--- src/rtl/qdec_pkg.sv ---
package qdec_pkg;

  // Strobes from the control to the datapath, valid for one cycle each
  typedef struct packed {
    logic step;       // a legal edge was seen this cycle
    logic up;         // direction of that edge, 1 = increment
    logic illegal;    // both channels changed in one sample
    logic stallMark;  // timeout reached with no edge
    logic clear;      // zero the position count
  } qdecStrobes_t;

endpackage

--- src/rtl/qdec_sync.sv ---
module qdec_sync #(
  parameter int WIDTH  = 2,
  parameter int STAGES = 2
) (
  input  logic             clk,
  input  logic             rst,
  input  logic [WIDTH-1:0] rawIn,
  output logic [WIDTH-1:0] syncOut
);

  logic [WIDTH-1:0] chain [STAGES];

  always_ff @(posedge clk) begin
    if (rst) chain[0] <= '0;
    else     chain[0] <= rawIn;
  end

  for (genvar s = 1; s < STAGES; s++) begin : g_stage
    always_ff @(posedge clk) begin
      if (rst) chain[s] <= '0;
      else     chain[s] <= chain[s-1];
    end
  end

  assign syncOut = chain[STAGES-1];

endmodule

--- src/rtl/qdec_ctrl.sv ---
module qdec_ctrl
  import qdec_pkg::*;
#(
  parameter int TICK_W      = 32,
  parameter int SYNC_STAGES = 2
) (
  input  logic              clk,
  input  logic              rst,
  input  logic              syncA,
  input  logic              syncB,
  input  logic              clearCount,
  input  logic [TICK_W-1:0] stallLimit,
  input  logic [TICK_W-1:0] elapsed,
  output qdecStrobes_t      strobes
);

  // Edge comparison waits until the synchroniser holds real samples
  localparam int ARM_CYCLES = SYNC_STAGES + 1;
  localparam int ARM_W      = $clog2(ARM_CYCLES + 1);

  logic [ARM_W-1:0] armCnt;
  logic             armed;
  logic             prevA, prevB;
  logic             chgA, chgB;
  logic             stepNow;

  always_ff @(posedge clk) begin
    if (rst) begin
      armCnt <= '0;
      prevA  <= 1'b0;
      prevB  <= 1'b0;
    end else begin
      prevA <= syncA;
      prevB <= syncB;
      if (!armed) armCnt <= armCnt + 1'b1;
    end
  end

  assign armed = (armCnt == ARM_W'(ARM_CYCLES));
  assign chgA  = syncA ^ prevA;
  assign chgB  = syncB ^ prevB;
  assign stepNow = armed && (chgA ^ chgB);

  always_comb begin
    strobes.step      = stepNow;
    // New A against old B gives the sense of rotation for any single edge
    strobes.up        = syncA ^ prevB;
    strobes.illegal   = armed && chgA && chgB;
    strobes.stallMark = armed && !stepNow && (stallLimit != '0) &&
                        (elapsed >= stallLimit);
    strobes.clear     = clearCount;
  end

endmodule

--- src/rtl/qdec_dp.sv ---
module qdec_dp
  import qdec_pkg::*;
#(
  parameter int COUNT_W = 32,
  parameter int TICK_W  = 32
) (
  input  logic                      clk,
  input  logic                      rst,
  input  qdecStrobes_t              strobes,
  output logic [TICK_W-1:0]         elapsed,
  output logic signed [COUNT_W-1:0] position,
  output logic                      dirUp,
  output logic [TICK_W-1:0]         period,
  output logic                      stalled,
  output logic                      phaseError
);

  logic [TICK_W-1:0] tickCount;
  logic [TICK_W-1:0] lastStamp;

  assign elapsed = tickCount - lastStamp;

  // Free-running time base
  always_ff @(posedge clk) begin
    if (rst) tickCount <= '0;
    else     tickCount <= tickCount + 1'b1;
  end

  // Position accumulator, clear has priority over a step
  always_ff @(posedge clk) begin
    if (rst)                position <= '0;
    else if (strobes.clear) position <= '0;
    else if (strobes.step)  position <= strobes.up ? position + 1'b1
                                                   : position - 1'b1;
  end

  // Edge capture: direction, timestamp and interval
  always_ff @(posedge clk) begin
    if (rst) begin
      dirUp     <= 1'b0;
      lastStamp <= '0;
      period    <= '0;
      stalled   <= 1'b0;
    end else if (strobes.step) begin
      dirUp     <= strobes.up;
      lastStamp <= tickCount;
      period    <= elapsed;
      stalled   <= 1'b0;
    end else if (strobes.stallMark) begin
      period    <= '1;
      stalled   <= 1'b1;
    end
  end

  always_ff @(posedge clk) begin
    if (rst)                  phaseError <= 1'b0;
    else if (strobes.illegal) phaseError <= 1'b1;
  end

endmodule

--- src/rtl/qdec_period_top.sv ---
module qdec_period_top
  import qdec_pkg::*;
#(
  parameter int COUNT_W     = 32,
  parameter int TICK_W      = 32,
  parameter int SYNC_STAGES = 2
) (
  input  logic                      clk,
  input  logic                      rst,
  input  logic                      encA,
  input  logic                      encB,
  input  logic                      clearCount,
  input  logic [TICK_W-1:0]         stallLimit,
  output logic signed [COUNT_W-1:0] position,
  output logic                      dirUp,
  output logic [TICK_W-1:0]         period,
  output logic                      stalled,
  output logic                      phaseError
);

  logic [1:0]        syncAB;
  logic [TICK_W-1:0] elapsed;
  qdecStrobes_t      strobes;

  qdec_sync #(.WIDTH(2), .STAGES(SYNC_STAGES)) u_sync (
    .clk     (clk),
    .rst     (rst),
    .rawIn   ({encA, encB}),
    .syncOut (syncAB)
  );

  qdec_ctrl #(.TICK_W(TICK_W), .SYNC_STAGES(SYNC_STAGES)) u_ctrl (
    .clk        (clk),
    .rst        (rst),
    .syncA      (syncAB[1]),
    .syncB      (syncAB[0]),
    .clearCount (clearCount),
    .stallLimit (stallLimit),
    .elapsed    (elapsed),
    .strobes    (strobes)
  );

  qdec_dp #(.COUNT_W(COUNT_W), .TICK_W(TICK_W)) u_dp (
    .clk        (clk),
    .rst        (rst),
    .strobes    (strobes),
    .elapsed    (elapsed),
    .position   (position),
    .dirUp      (dirUp),
    .period     (period),
    .stalled    (stalled),
    .phaseError (phaseError)
  );

endmodule

--- config.mk ---
export PLATFORM = sky130hd
export DESIGN_NAME = qdec_period_top
export DESIGN_NICKNAME = d
export VERILOG_FILES = /design/src/rtl/qdec_pkg.sv /design/src/rtl/qdec_sync.sv /design/src/rtl/qdec_ctrl.sv /design/src/rtl/qdec_dp.sv /design/src/rtl/qdec_period_top.sv
export SDC_FILE = /design/constraint.sdc
export NUM_CORES = 1
export LEC_CHECK = 0
export ABC_AREA = 0
export BUFFER_PORTS_ARGS = -buffer_cell sky130_fd_sc_hd__buf_2
export CAP_MARGIN = 20
export CORE_ASPECT_RATIO = 1.5
export CORE_MARGIN = 3
export CORE_UTILIZATION = 52
export DETAILED_ROUTE_END_ITERATION = 6
export MAX_ROUTING_LAYER = met4
export PLACE_DENSITY = 0.72
export SLEW_MARGIN = 25
export SYNTH_ARGS = -nofsm -noshare
export SYNTH_HDL_FRONTEND = slang
export SYNTH_SLANG_ARGS = --single-unit
--- constraint.sdc ---
create_clock -name clk -period 6.2 [get_ports clk]
set_clock_uncertainty 0.15 [all_clocks]
set_input_delay 1.24 -clock clk [delete_from_list [all_inputs] [get_ports clk]]
set_output_delay 1.24 -clock clk [all_outputs]
set_load 0.005 [all_outputs]
# Word-level counts from Yosys, hierarchy flattened
# Memory sizes are Yosys's and may differ from the RTL's.
# Cells that the tools add are included.
# word_totals
register_bits	135
latch_bits	0
mem_bits_rw	4
mem_bits_ro	0
wordCells	43
memories	1
# memory_table
name	depth	word_bits	read_ports	rd_clocked_by_memory_dff	wr	line	source
u_sync.chain	2	2	2	0	2	qdec_sync.sv:11	logic [WIDTH-1:0] chain [STAGES];
# op_classes
n_addsub	5
mul	0
div	0
magnitude_cmp	1
eq_ne	1
shift	0
n_mux	8
bitwise_logic	6
reduce_logical	11
# ops
cell	count
32-bit 2-to-1 mux	3
32-bit by 1-bit adder with 32-bit output (second input constant)	2
32-bit >= comparator	1
32-bit nonzero test	1
32-bit by 1-bit subtractor with 32-bit output (second input constant)	1
32-bit subtractor	1
1-bit logical AND	6
2-bit 2-to-1 mux	2
2-bit OR reduction	2
1-bit bitwise XOR	4
1-bit 2-to-1 mux	3
2-bit by 1-bit adder with 2-bit output (second input constant)	1
2-bit == test (second input constant)	1
1-bit bitwise OR	2
2-bit nonzero test	1
1-bit logical NOT	1

# Longest topological paths before layout
# Gate-level depths: netlist (run 1).
# logic_depth
ltp_word	9
ltp_mapped	22

# Hierarchy
# From an unflattened synthesis (run 1), not the netlist that was laid out.
# hier_totals
hier_cells	1063
area_unflattened_um2	9018.6
# modules_own_cells
module	instances	cells_each	area_per_inst_um2	seq_area_each_um2
qdec_dp	1	911	7832.5	2622.5
qdec_ctrl	1	144	1081.0	80.1
qdec_sync	1	8	105.1	80.1

# Least setup slack after synthesis (run 1)
# OpenSTA, ideal clock, no wires.
# synth_path
path_type	reg2reg
startpoint	register u_dp.tickCount[0]
endpoint	register u_dp.period[10]
setup_ps	78
arrival_time_ps	4061
t_required_ps	5972
setup_slack_ps	1911
stages_incl_launch_ff	22
n_path_buf	1
synth_period_minus_slack_ps	4289
cell_sequence	dfxtp_1 > inv_1 > ha_1 > inv_1 > fa_1 > a21oi_1 > nor3b_1 > or3b_4 > nand3_2 > a21oi_2 > o2111ai_2 > mux2_1 > a211oi_2 > ha_1 > nand4_1 > or4_1 > o211ai_1 > a31oi_1 > nor2_1 > clkbuf_1 > nor3_1 > nor3_1
# synth_between
elab_chain_len	4
elab_cells_between_ends	5
classes_between	1 x add/sub; 1 x order compare; 1 x mux; 2 x reduce/logical
# synth_rtl
element	line	source
from (decl)	qdec_dp.sv:18	logic [TICK_W-1:0] tickCount;
from (signal assigned)	qdec_dp.sv:26	else tickCount <= tickCount + 1'b1;
32-bit subtractor *	qdec_dp.sv:21	assign elapsed = tickCount - lastStamp;
32-bit >= comparator	qdec_ctrl.sv:50	(elapsed >= stallLimit);
1-bit logical AND	qdec_ctrl.sv:49	strobes.stallMark = armed && !stepNow && (stallLimit != '0) &&
2-bit nonzero test (no source line)	n/a	
to (signal assigned)	qdec_dp.sv:47	period <= elapsed;
to (decl)	qdec_dp.sv:13	output logic [TICK_W-1:0] period,
# Mark *: on every way between the ends. The rest lies on a longest branch, timed or not.
# A chain may end at the register's enable or synchronous reset.

# Final worst setup path (run 1)
# layout_path
startpoint	register u_dp.tickCount[0]
endpoint	register u_dp.period[17]
# The elaborated chain is that of the path after synthesis.

==> results of run 1 <==
-- registers in the layout, indices dropped and copies added (netlist names), 2 cells and up --
name            cells
u_dp.lastStamp     32
u_dp.period        32
u_sync.chain        4
u_ctrl.armCnt       2
u_dp.position      32
u_dp.tickCount     32
-- logic make-up after synthesis --
family	share of synthesized area (%)
fa+ha+maj	13.4
flops	30.3
compound gates	20.7
buf+inv	5.08
simple gates	22.3
mux	0.340
xor+xnor	7.91
-- worst min-delay path by stage --
stage | slack (ns) | endpoint | cells past startpoint
finish | 0.30 | u_sync.chain[1][0] | 1
detailed placement | 0.29 | u_sync.chain[1][0] | 1
global placement | 0.28 | u_sync.chain[1][1] | 1
global route | 0.32 | u_sync.chain[1][0] | 1
CTS | 0.31 | u_dp.lastStamp[25] | 2
floorplan | 0.26 | u_sync.chain[1][0] | 1
-- layer usage --
layer / routed length, um / part of all wire, % / track usage, %
met1: 10000 / 43 / 30.0
met4: 705 / 3.0 / 9.41
met5: 0 / 0 / -
met2: 11800 / 50 / 43.0
met3: 912 / 3.9 / 3.61
-- cell usage after synthesis, drive strengths merged (2+ instances only) --
cell    count
or4         4
and3       13
a21o       50
buf         4
clkbuf     39
and2        5
nand4      18
xnor2      41
o21ai      30
nor3       59
or3         7
dfxtp     139
nor2      102
xor2       42
nor3b       3
a211oi     17
o21a       13
nand2b     10
o221a       6
ha         95
a21oi     116
a221oi      4
nand2     151
o31ai       4
a31oi       9
a41o        2
o211ai     10
or2         5
o311ai      2
o21bai      8
mux2i       2
nor2b      11
and4        5
inv        80
nand3      33
nor4       11
o221ai      2
fa          2
o22ai       2
-- critical path, stage by stage (launching register included) --
cell and delay, ns:
dfxtp_1 0.34, inv_1 0.06, ha_1 0.14, inv_1 0.05
fa_1 0.39, a21oi_1 0.19, nor3b_1 0.10, or3b_4 0.40
nand3_2 0.12, a21oi_2 0.08, o2111ai_2 0.18, mux2_1 0.35
a211oi_2 0.20, ha_1 0.16, nand4_1 0.14, or4_1 0.52
o211ai_1 0.10, a31oi_1 0.08, nor2_2 0.77, o21ai_0 0.18
a21oi_1 0.17
-- final cells by class --
class	instances	area [um^2]
clock buffer	20	447
clock inverter	11	193
fill	1539	6540
inverter	80	300
multi-input combinational	909	5960
sequential	139	2780
tap	210	263
timing repair buffer	108	568
-- power groups by stage --
stage                     Combinational, mW  Clock [mW]  Sequential (mW)
final                                 0.399        1.12            0.934
after global routing                  0.451        1.17            0.936
after CTS                             0.399        1.14            0.934
after detailed placement              0.396           0            0.953
after global placement                0.390           0            0.953
after floorplan                       0.288           0            0.951
-- metrics by stage --
stage	setup WS (ns)	area [um^2]	utilization (%)
floorplan	1.91	9190	-
global placement	1.37	9860	57.8
detailed placement	1.25	9880	57.9
CTS	1.24	10500	61.7
global route	0.689	10500	61.7
finish	1.24	10500	61.7
==> summary.txt, run 1 <==
Timing
  – Worst slew pin tran: approximately 1 ns
  – Setup TNS: 0 ns
  – Slew margin rel.: between 30% and 40%
  – Final period util: between 70% and 80%
  – Minimum clock period: ~5.0 ns
  – Fmax: between 200 and 250 MHz
  – Hold WS: 0.300 ns
  – Final setup fails: 0
  – RSZ-0062 raised after global routing: no
  – Final hold violations: 0
  – Slew Limit Fails: 0

Clocking
  – Clk sink count: about 140
  – Skew-Pair Late Insertion Delay: 0.42 ns
  – CTS Hold Buffers Added: 0
  – CTS tree: done
  – Total clock buffers created by CTS: 17
  – Htree depth: 4
  – Setup repair bufs after CTS: 0
  – Resize count post-CTS: 0
  – CTS Root Cell: clkbuf_16
  – Worst-path clk slew: around 0.06 ns
  – Clock buffer depth: 2

Synthesis
  – Seq/Total Area, Yosys: a little under a third
  – Synthesized area: 9190 um^2
  – Distinct cells, synth: 72
  – Syn Nets: approximately 1.3k
  – Top cell type's share of synthesized area: between 30% and 40%
  – Area leader, netlist: dfxtp_1
  – Synthesized area per cell: approximately 7.9 um^2
  – Ys Warns: 0
  – Top post-synthesis cells by area: dfxtp_1, ha_1, nand2_1, a21oi_1, nor2_1
  – Top FF cell, synth: dfxtp_1
  – Number of synthesized register bits: 139
  – FFs w/ async S/R, synth: 0%
  – EDFF count, synth: 0
  – Cell count after synthesis: between 1k and 1.5k

Drt
  – Antenna Nets Post-Route: 0
  – Total Routed Length: between 20 and 25 mm
  – Vias per cell: between 5 and 6
  – Vias: ~8.4k
  – Detailed-route DRC error count: 0
  – First-pass DRT Iterations: 5
  – DRT iter0 DRCs: around 440
  – Avg WL per Cell: 15.9 um

Power
  – Total internal power: ~1.8 mW
  – Total Power: between 2 and 2.5 mW
  – Sequential power share: 38.0%
  – Logic pwr share: roughly 16%
  – P_sw: between 0.6 and 0.7 mW
  – LEAKAGE: ~5 nW
  – Sw frac: about a quarter
  – Clock share of power: ~46%
  – VDD IR-drop max: 0.000183 V
  – Pwr dens: around 230 nW/um^2

Place
  – Post-placement cell count: roughly 1.4k
  – DPL Wire Length: ~18 mm
  – Buffers on Ports: roughly 100
  – Global placer's final weighted congestion: about 0.95

Finish
  – Commonest cells after routing, fill and taps aside: nand2_1, dfxtp_1, a21oi_1
  – N_diodes: 0
  – Fin cells: roughly 1.5k
  – # nets final: approximately 1.4k
  – Proportion of layout cells with a drive suffix above 1: between 10% and 20%
  – Commonest non-fill, non-tap cell in the layout: nand2_1
  – Area grow syn2layout: 14.4%

Setup path
  – Startpoint class of the critical path: flip-flop
  – WP data required: 6.39 ns
  – Critical Path Sink: u_dp.period[17]
  – Reg2reg path depth: 20
  – Setup crit end kind: flip-flop
  – Critical Path Start: u_dp.tickCount[0]
  – Maximum net fanout on the critical path: 25
  – R2r endpoint: u_dp.period[17]
  – WS Path Type: reg -> reg
  – Reg2reg setup slack: about 1.2 ns
  – Reg2reg start: u_dp.tickCount[0]
  – Crit path arrival time: between 5 and 6 ns

Min path
  – Min-Delay Path Class: reg -> reg
  – Hold path start: u_sync.chain[0][0]

Die
  – I/O Pins: around 100
  – DIE AREA: ~19,000 um^2
  – Core ar.: ~17,000 um^2
  – Die height: roughly 170 um
  – Num rows: between 50 and 60
  – Initial core utilization: between 50% and 60%
  – Chip width: ~110 um

Job
  – Max-cap violations: 0

GRT
  – First-pass GRT wire length: 38.9 mm
  – Largest net degree at the start of global routing: between 70 and 80
  – Initial antenna violation count: 0
  – GRT Resource Usage Total: approximately a quarter
  – Gr ovfl total: 0
  – Vias in the first global route: 8,174

Status
  – Status: complete, no violations
(Power assumes the default switching activity.)
==> inputs of run 2 (changes only) <==
PLACE_DENSITY = 0.75   (was 0.72)
clock period = 4.48 ns   (was 6.2 ns; I/O delays follow)
==> summary.txt, run 2 (synthesized netlist as in run 1, its figures left out) <==
GRT
  – Largest net degree at the start of global routing: 102 (+42%)
  – First-pass GRT wire length: 39.0 mm (+0.13%)
  – Vias in the first global route: 8,445 (+3.3%)
  – Initial antenna violation count: 0 (unchanged)
  – GRT Resource Usage Total: 25.0% (-0.30 points)
  – Gr ovfl total: 0 (unchanged)

Drt
  – DRT iter0 DRCs: 684 (+55%)
  – Vias: 8,573 (+2.0%)
  – First-pass DRT Iterations: 5 (unchanged)
  – Detailed-route DRC error count: 0 (unchanged)
  – Avg WL per Cell: 15.9 um (+0.23%)
  – Antenna Nets Post-Route: 0 (unchanged)
  – Total Routed Length: 23.9 mm (+2.0%)
  – Vias per cell: 5.70 (+0.27%)

Finish
  – Commonest cells after routing, fill and taps aside: nand2_1, dfxtp_1, a21oi_1
  – N_diodes: 0 (unchanged)
  – Footprint of the multi-input gates: 6260 um^2 (+5.0%)
  – Proportion of layout cells with a drive suffix above 1: 18.3% (+5.1 points)
  – Area grow syn2layout: 20.5%
  – Fin area: 11,100 um^2 (+5.3%)
  – Fin cells: 1,503 (+1.8%)
  – Sequential cell area: 2790 um^2 (about the same)
  – Commonest non-fill, non-tap cell in the layout: nand2_1
  – Fillers: 1,405 (-8.7%)
  – # nets final: 1,414 (+1.8%)

Place
  – DPL Wire Length: 17.0 mm (-3.0%)
  – Post-placement cell count: 1,462 (+1.1%)
  – Global placer's final weighted congestion: 0.956 (+0.78%)
  – Post-DP Area: 10,000 um^2 (+1.5%)
  – Buffers on Ports: 103 (unchanged)

Setup path
  – Setup crit end kind: flip-flop
  – Most used cell along the critical path: inv_2
  – WP data required: 4.63 ns (-1.76 ns)
  – Critical path cell sequence: inv_2 -> ha_4 -> inv_2 -> fa_2 -> a21oi_2 -> nor3b_2 -> or3b_4 -> nand3_4 -> a21oi_4 -> o2111ai_2 -> mux2_4 -> a211oi_4 -> ha_1 -> nand4_1 -> buf_4 -> nor4_4 -> a221oi_2 -> o211ai_1 -> a31oi_2 -> nor2_4 -> or3_1 -> o211a_1
  – WS Path Type: reg -> reg
  – Critical Path Max Stage Delay: 0.41 ns (-0.36 ns)
  – Startpoint class of the critical path: flip-flop
  – Crit path arrival time: 4.67 ns (-0.48 ns)
  – Slowest CP cell: or3b_4
  – Maximum net fanout on the critical path: 4 (-84%)
  – Largest delay share family, worst path: compound AO/OA/AOI/OAI gates
  – Critical path buffers and inverters: 3 (+1)

Timing
  – Fmax: 221 MHz (+9.6%)
  – Setup TNS: -0.107 ns (-0.107 ns)
  – Final setup fails: 3 (+3)
  – Final period util: 101% (+21 points)
  – RSZ-0062 raised after global routing: yes
  – Minimum clock period: 4.52 ns (-0.434 ns)
  – Final WS setup: -0.0410 ns (-1.29 ns)
  – Hold WS: 0.287 ns (-0.0128 ns)
  – Worst slew pin tran: 0.882 ns (-0.0966 ns)
  – Slew Limit Fails: 0 (unchanged)
  – Final hold violations: 0 (unchanged)
  – Slew margin rel.: 41.2% (+6.5 points)

Clocking
  – CTS tree: done
  – Skew-Pair Late Insertion Delay: 0.41 ns (about the same)
  – CTS Root Cell: clkbuf_16
  – Htree depth: 4 (unchanged)
  – Total clock buffers created by CTS: 17 (unchanged)
  – Worst-path clk slew: 0.06 ns (about the same)
  – Clock buffer depth: 2 (unchanged)
  – Clk sink count: 139 (unchanged)

Die
  – Core ar.: 17,100 um^2 (unchanged)
  – DIE AREA: 19,300 um^2 (unchanged)
  – Num rows: 58 (unchanged)
  – Die height: 169 um (unchanged)
  – I/O Pins: 104 (unchanged)
  – Initial core utilization: 53.9% (unchanged)
  – Chip width: 115 um (unchanged)

Job
  – Max-cap violations: 0 (unchanged)

Power
  – Pwr dens: 315 nW/um^2 (+35%)
  – VDD IR-drop max: 0.000241 V (+32%)
  – LEAKAGE: 5.23 nW (+4.3%)
  – Total Power: 3.49 mW (+42%)

Min path
  – Min-Delay Path Class: reg -> reg

Status
  – Status: complete, but fails checks
  – Violated checks: setup timing
==> run 2: power breakdown <==
group	switching, mW	internal [mW]
Sequential	0.0252	1.27
Clock	0.556	1.02
Combinational	0.347	0.270
Total	0.928	2.56
==> run 2: stage by stage <==
stage               utilization [%]  setup slack [ns]
floorplan                         -             0.191
global route                   65.0            -0.252
finish                         65.0           -0.0410
global placement               58.8           -0.0215
detailed placement             58.8            -0.131
CTS                            62.9           0.00851
==> run 2: final timing paths <==
kind	cells after the start	from	slack [ns]	to
setup / recovery	22	u_dp.tickCount[0]	-0.04	u_dp.period[27]
setup reg to reg	22	u_dp.tickCount[0]	-0.04	u_dp.period[27]
hold / removal	1	u_sync.chain[0][0]	0.29	u_sync.chain[1][0]
hold reg to reg	1	u_sync.chain[0][0]	0.29	u_sync.chain[1][0]
==> run 2: final cells by class <==
cell class | count | share of cell area [%]
Clock buffer | 23 | 4.59
Clock inverter | 9 | 1.41
Inverter | 80 | 2.71
Multi-Input combinational cell | 909 | 56.5
Sequential cell | 139 | 25.1
Tap cell | 210 | 2.37
Timing Repair Buffer | 133 | 7.27
==> run 2: worst register-to-register path, delay by kind of cell, from the launching register on <==
family | cells | cell delay (ns)
AOI/OAI and AO/OA | 8 | 1.42
DFF | 1 | 0.32
muxes | 1 | 0.33
buffers and inverters | 3 | 0.23
adders and majority gates | 3 | 0.74
and+or+nand+nor | 7 | 1.21
==> run 2: per-layer routing <==
metal / vias to the layer above / GRT usage (%) / part of all wire (%)
li1: 4334 / - / -
met1: 4024 / 29.2 / 43
met3: 46 / 3.08 / 3.4
met5: - / - / 0
met4: 0 / 9.15 / 2.6
met2: 169 / 43.5 / 51
==> run 2: repair_timing <==
item,4_1_cts,5_1_grt
gates resized for setup,6,49
pin swaps,3,28
endpoints found under the setup margin,32,33
hold buffers,0,0
cloned,0,2
buffers inserted,1,6
==> inputs of run 3 (changes only) <==
CAP_MARGIN = 25   (was 20)
CELL_PAD_IN_SITES_DETAIL_PLACEMENT = 1   (was unset)
CELL_PAD_IN_SITES_GLOBAL_PLACEMENT = 1   (was unset)
CORE_UTILIZATION = 40   (was 52)
PLACE_DENSITY = unset   (was 0.75)
PLACE_DENSITY_LB_ADDON = 0.1   (was unset)
==> summary.txt, run 3 (synthesized netlist as in run 1, its figures left out) <==
Clocking
  – Clock buffer depth: 2 (unchanged)
  – Worst-path clk slew: 0.06 ns (about the same)
  – Htree depth: 4 (unchanged)
  – Clk sink count: 139 (unchanged)
  – CTS Hold Buffers Added: 0 (unchanged)
  – Skew-Pair Late Insertion Delay: 0.43 ns (+0.02 ns)
  – CTS Root Cell: clkbuf_16
  – CTS tree: done
  – Total clock buffers created by CTS: 17 (unchanged)

Timing
  – Fmax: 221 MHz (-0.21%)
  – Final period util: 101% (+0.21 points)
  – Final hold violations: 0 (unchanged)
  – Final WS setup: -0.0503 ns (-0.00928 ns)
  – Slew Limit Fails: 0 (unchanged)
  – Final setup fails: 26 (+23)
  – Hold WS: 0.292 ns (+0.00560 ns)
  – Worst slew pin tran: 0.899 ns (+0.0170 ns)
  – Setup TNS: -0.632 ns (-0.525 ns)
  – Minimum clock period: 4.53 ns (+0.00928 ns)
  – RSZ-0062 raised after global routing: yes
  – Slew margin rel.: 40.0% (-1.1 points)

Place
  – Buffers on Ports: 103 (unchanged)
  – DPL Wire Length: 20.6 mm (+21%)
  – Global placer's final weighted congestion: 0.891 (-6.8%)
  – Post-DP Area: 10,200 um^2 (+1.6%)

Finish
  – N_diodes: 0 (unchanged)
  – Commonest non-fill, non-tap cell in the layout: nand2_1
  – Area grow syn2layout: 21.0%
  – Proportion of layout cells with a drive suffix above 1: 18.3% (+0.034 points)
  – Final core utilization: 49.5% (-15 points)
  – # nets final: 1,428 (+0.99%)
  – Commonest cells after routing, fill and taps aside: nand2_1, dfxtp_1, a21oi_1
  – Fin area: 11,100 um^2 (+0.40%)

Drt
  – Vias per cell: 5.54 (-2.9%)
  – Total Routed Length: 27.5 mm (+15%)
  – Antenna Nets Post-Route: 0 (unchanged)
  – Vias: 8,768 (+2.3%)
  – Detailed-route DRC error count: 0 (unchanged)
  – DRT iter0 DRCs: 286 (-58%)
  – Avg WL per Cell: 17.4 um (+9.4%)
  – First-pass DRT Iterations: 5 (unchanged)

Setup path
  – Critical Path Max Stage Delay: 0.54 ns (+0.13 ns)
  – Startpoint class of the critical path: flip-flop
  – WP data required: 4.68 ns (+0.05 ns)
  – Slowest CP cell: or4_1
  – Crit path arrival time: 4.73 ns (+0.06 ns)
  – Critical path cell sequence: inv_2 -> ha_4 -> inv_2 -> fa_2 -> a21oi_4 -> nor3b_2 -> or3b_4 -> nand3_4 -> a21oi_4 -> o2111ai_2 -> mux2_4 -> a211oi_4 -> ha_1 -> nand4_1 -> or4_1 -> o211ai_1 -> a31oi_2 -> nor2_4 -> clkbuf_16 -> nor3_1 -> nor3_1
  – Setup crit end kind: flip-flop
  – WS Path Type: reg -> reg
  – Maximum net fanout on the critical path: 12 (+8)

Status
  – Status: complete, but fails checks
  – Violated checks: setup timing

Die
  – Initial core utilization: 40.9% (-13 points)
  – Die height: 192 um (+14%)
  – Core ar.: 22,500 um^2 (+32%)
  – DIE AREA: 24,900 um^2 (+29%)
  – I/O Pins: 104 (unchanged)
  – Num rows: 67 (+16%)
  – Chip width: 130 um (+13%)

Job
  – Max-cap violations: 0 (unchanged)

Power
  – Total Power: 3.40 mW (-2.5%)
  – Pwr dens: 306 nW/um^2 (-2.9%)
  – LEAKAGE: 5.23 nW (about the same)
  – VDD IR-drop max: 0.000287 V (+19%)

GRT
  – GRT Resource Usage Total: 22.6% (-2.4 points)
  – First-pass GRT wire length: 44.0 mm (+13%)
  – Grt peak-use layer: met2
  – Largest net degree at the start of global routing: 83 (-19%)
  – Met1 usage: 25.6% (-3.6 points)
  – Initial antenna violation count: 0 (unchanged)
  – GR Layer Usage met3: 3.17% (+0.096 points)
  – Gr ovfl total: 0 (unchanged)
  – Vias in the first global route: 8,900 (+5.4%)
  – Grt met2 use: 40.0% (-3.4 points)

Min path
  – Min-Delay Path Class: reg -> reg
run 3: worst paths after layout:
check / start / to / slack, ns / cells past startpoint
worst max-delay path: u_dp.tickCount[0] / u_dp.period[3] / -0.05 / 21
worst min-delay path: u_sync.chain[0][0] / u_sync.chain[1][0] / 0.29 / 1
worst max register to register: u_dp.tickCount[0] / u_dp.period[3] / -0.05 / 21
worst min register to register: u_sync.chain[0][0] / u_sync.chain[1][0] / 0.29 / 1
run 3: cell type report:
class                   instances  area (um^2)
inverters                      80          300
well taps                     276          345
multi-input cells             909         6180
clock buffers                  19          453
fillers                      2790        11300
repair buffers                147          896
flip-flops and latches        139         2790
clock inverters                13          166
run 3: where the power goes:
| group | switching [mW] | total (mW) | internal, mW | leakage [nW] |
|---|---|---|---|---|
| Sequential | 0.0247 | 1.29 | 1.27 | 1.12 |
| Combinational | 0.356 | 0.621 | 0.265 | 3.82 |
| Clock | 0.582 | 1.49 | 0.907 | 0.284 |
run 3: through the flow:
step / cells / setup slack, ns
after detailed placement: 1541 / -0.263
after floorplan: 1171 / 0.191
final: 1583 / -0.0503
after global routing: 1583 / -0.274
after global placement: 1541 / -0.0636
after CTS: 1577 / -0.00962
run 3: worst max-delay path, delay by kind of cell (launching register included):
family	cells	cell delay, ns
AO/OA/AOI/OAI	6	0.90
adder cells (fa/ha/maj)	3	0.66
AND/OR/NAND/NOR	8	1.76
buffers and inverters	3	0.31
flip-flops	1	0.32
multiplexers	1	0.33
run 3: metal layers:
metal / vias up / share of wire (%)
met3: 48 / 2.2
met5: - / 0
met1: 4236 / 43
met4: 0 / 3.0
met2: 129 / 52
li1: 4355 / -
run 3: timing repair:
action,CTS,global route
setup buffers,4,4
cloned,0,2
gates resized for setup,13,26
pin swaps,7,18
endpoints found under the setup margin,33,33
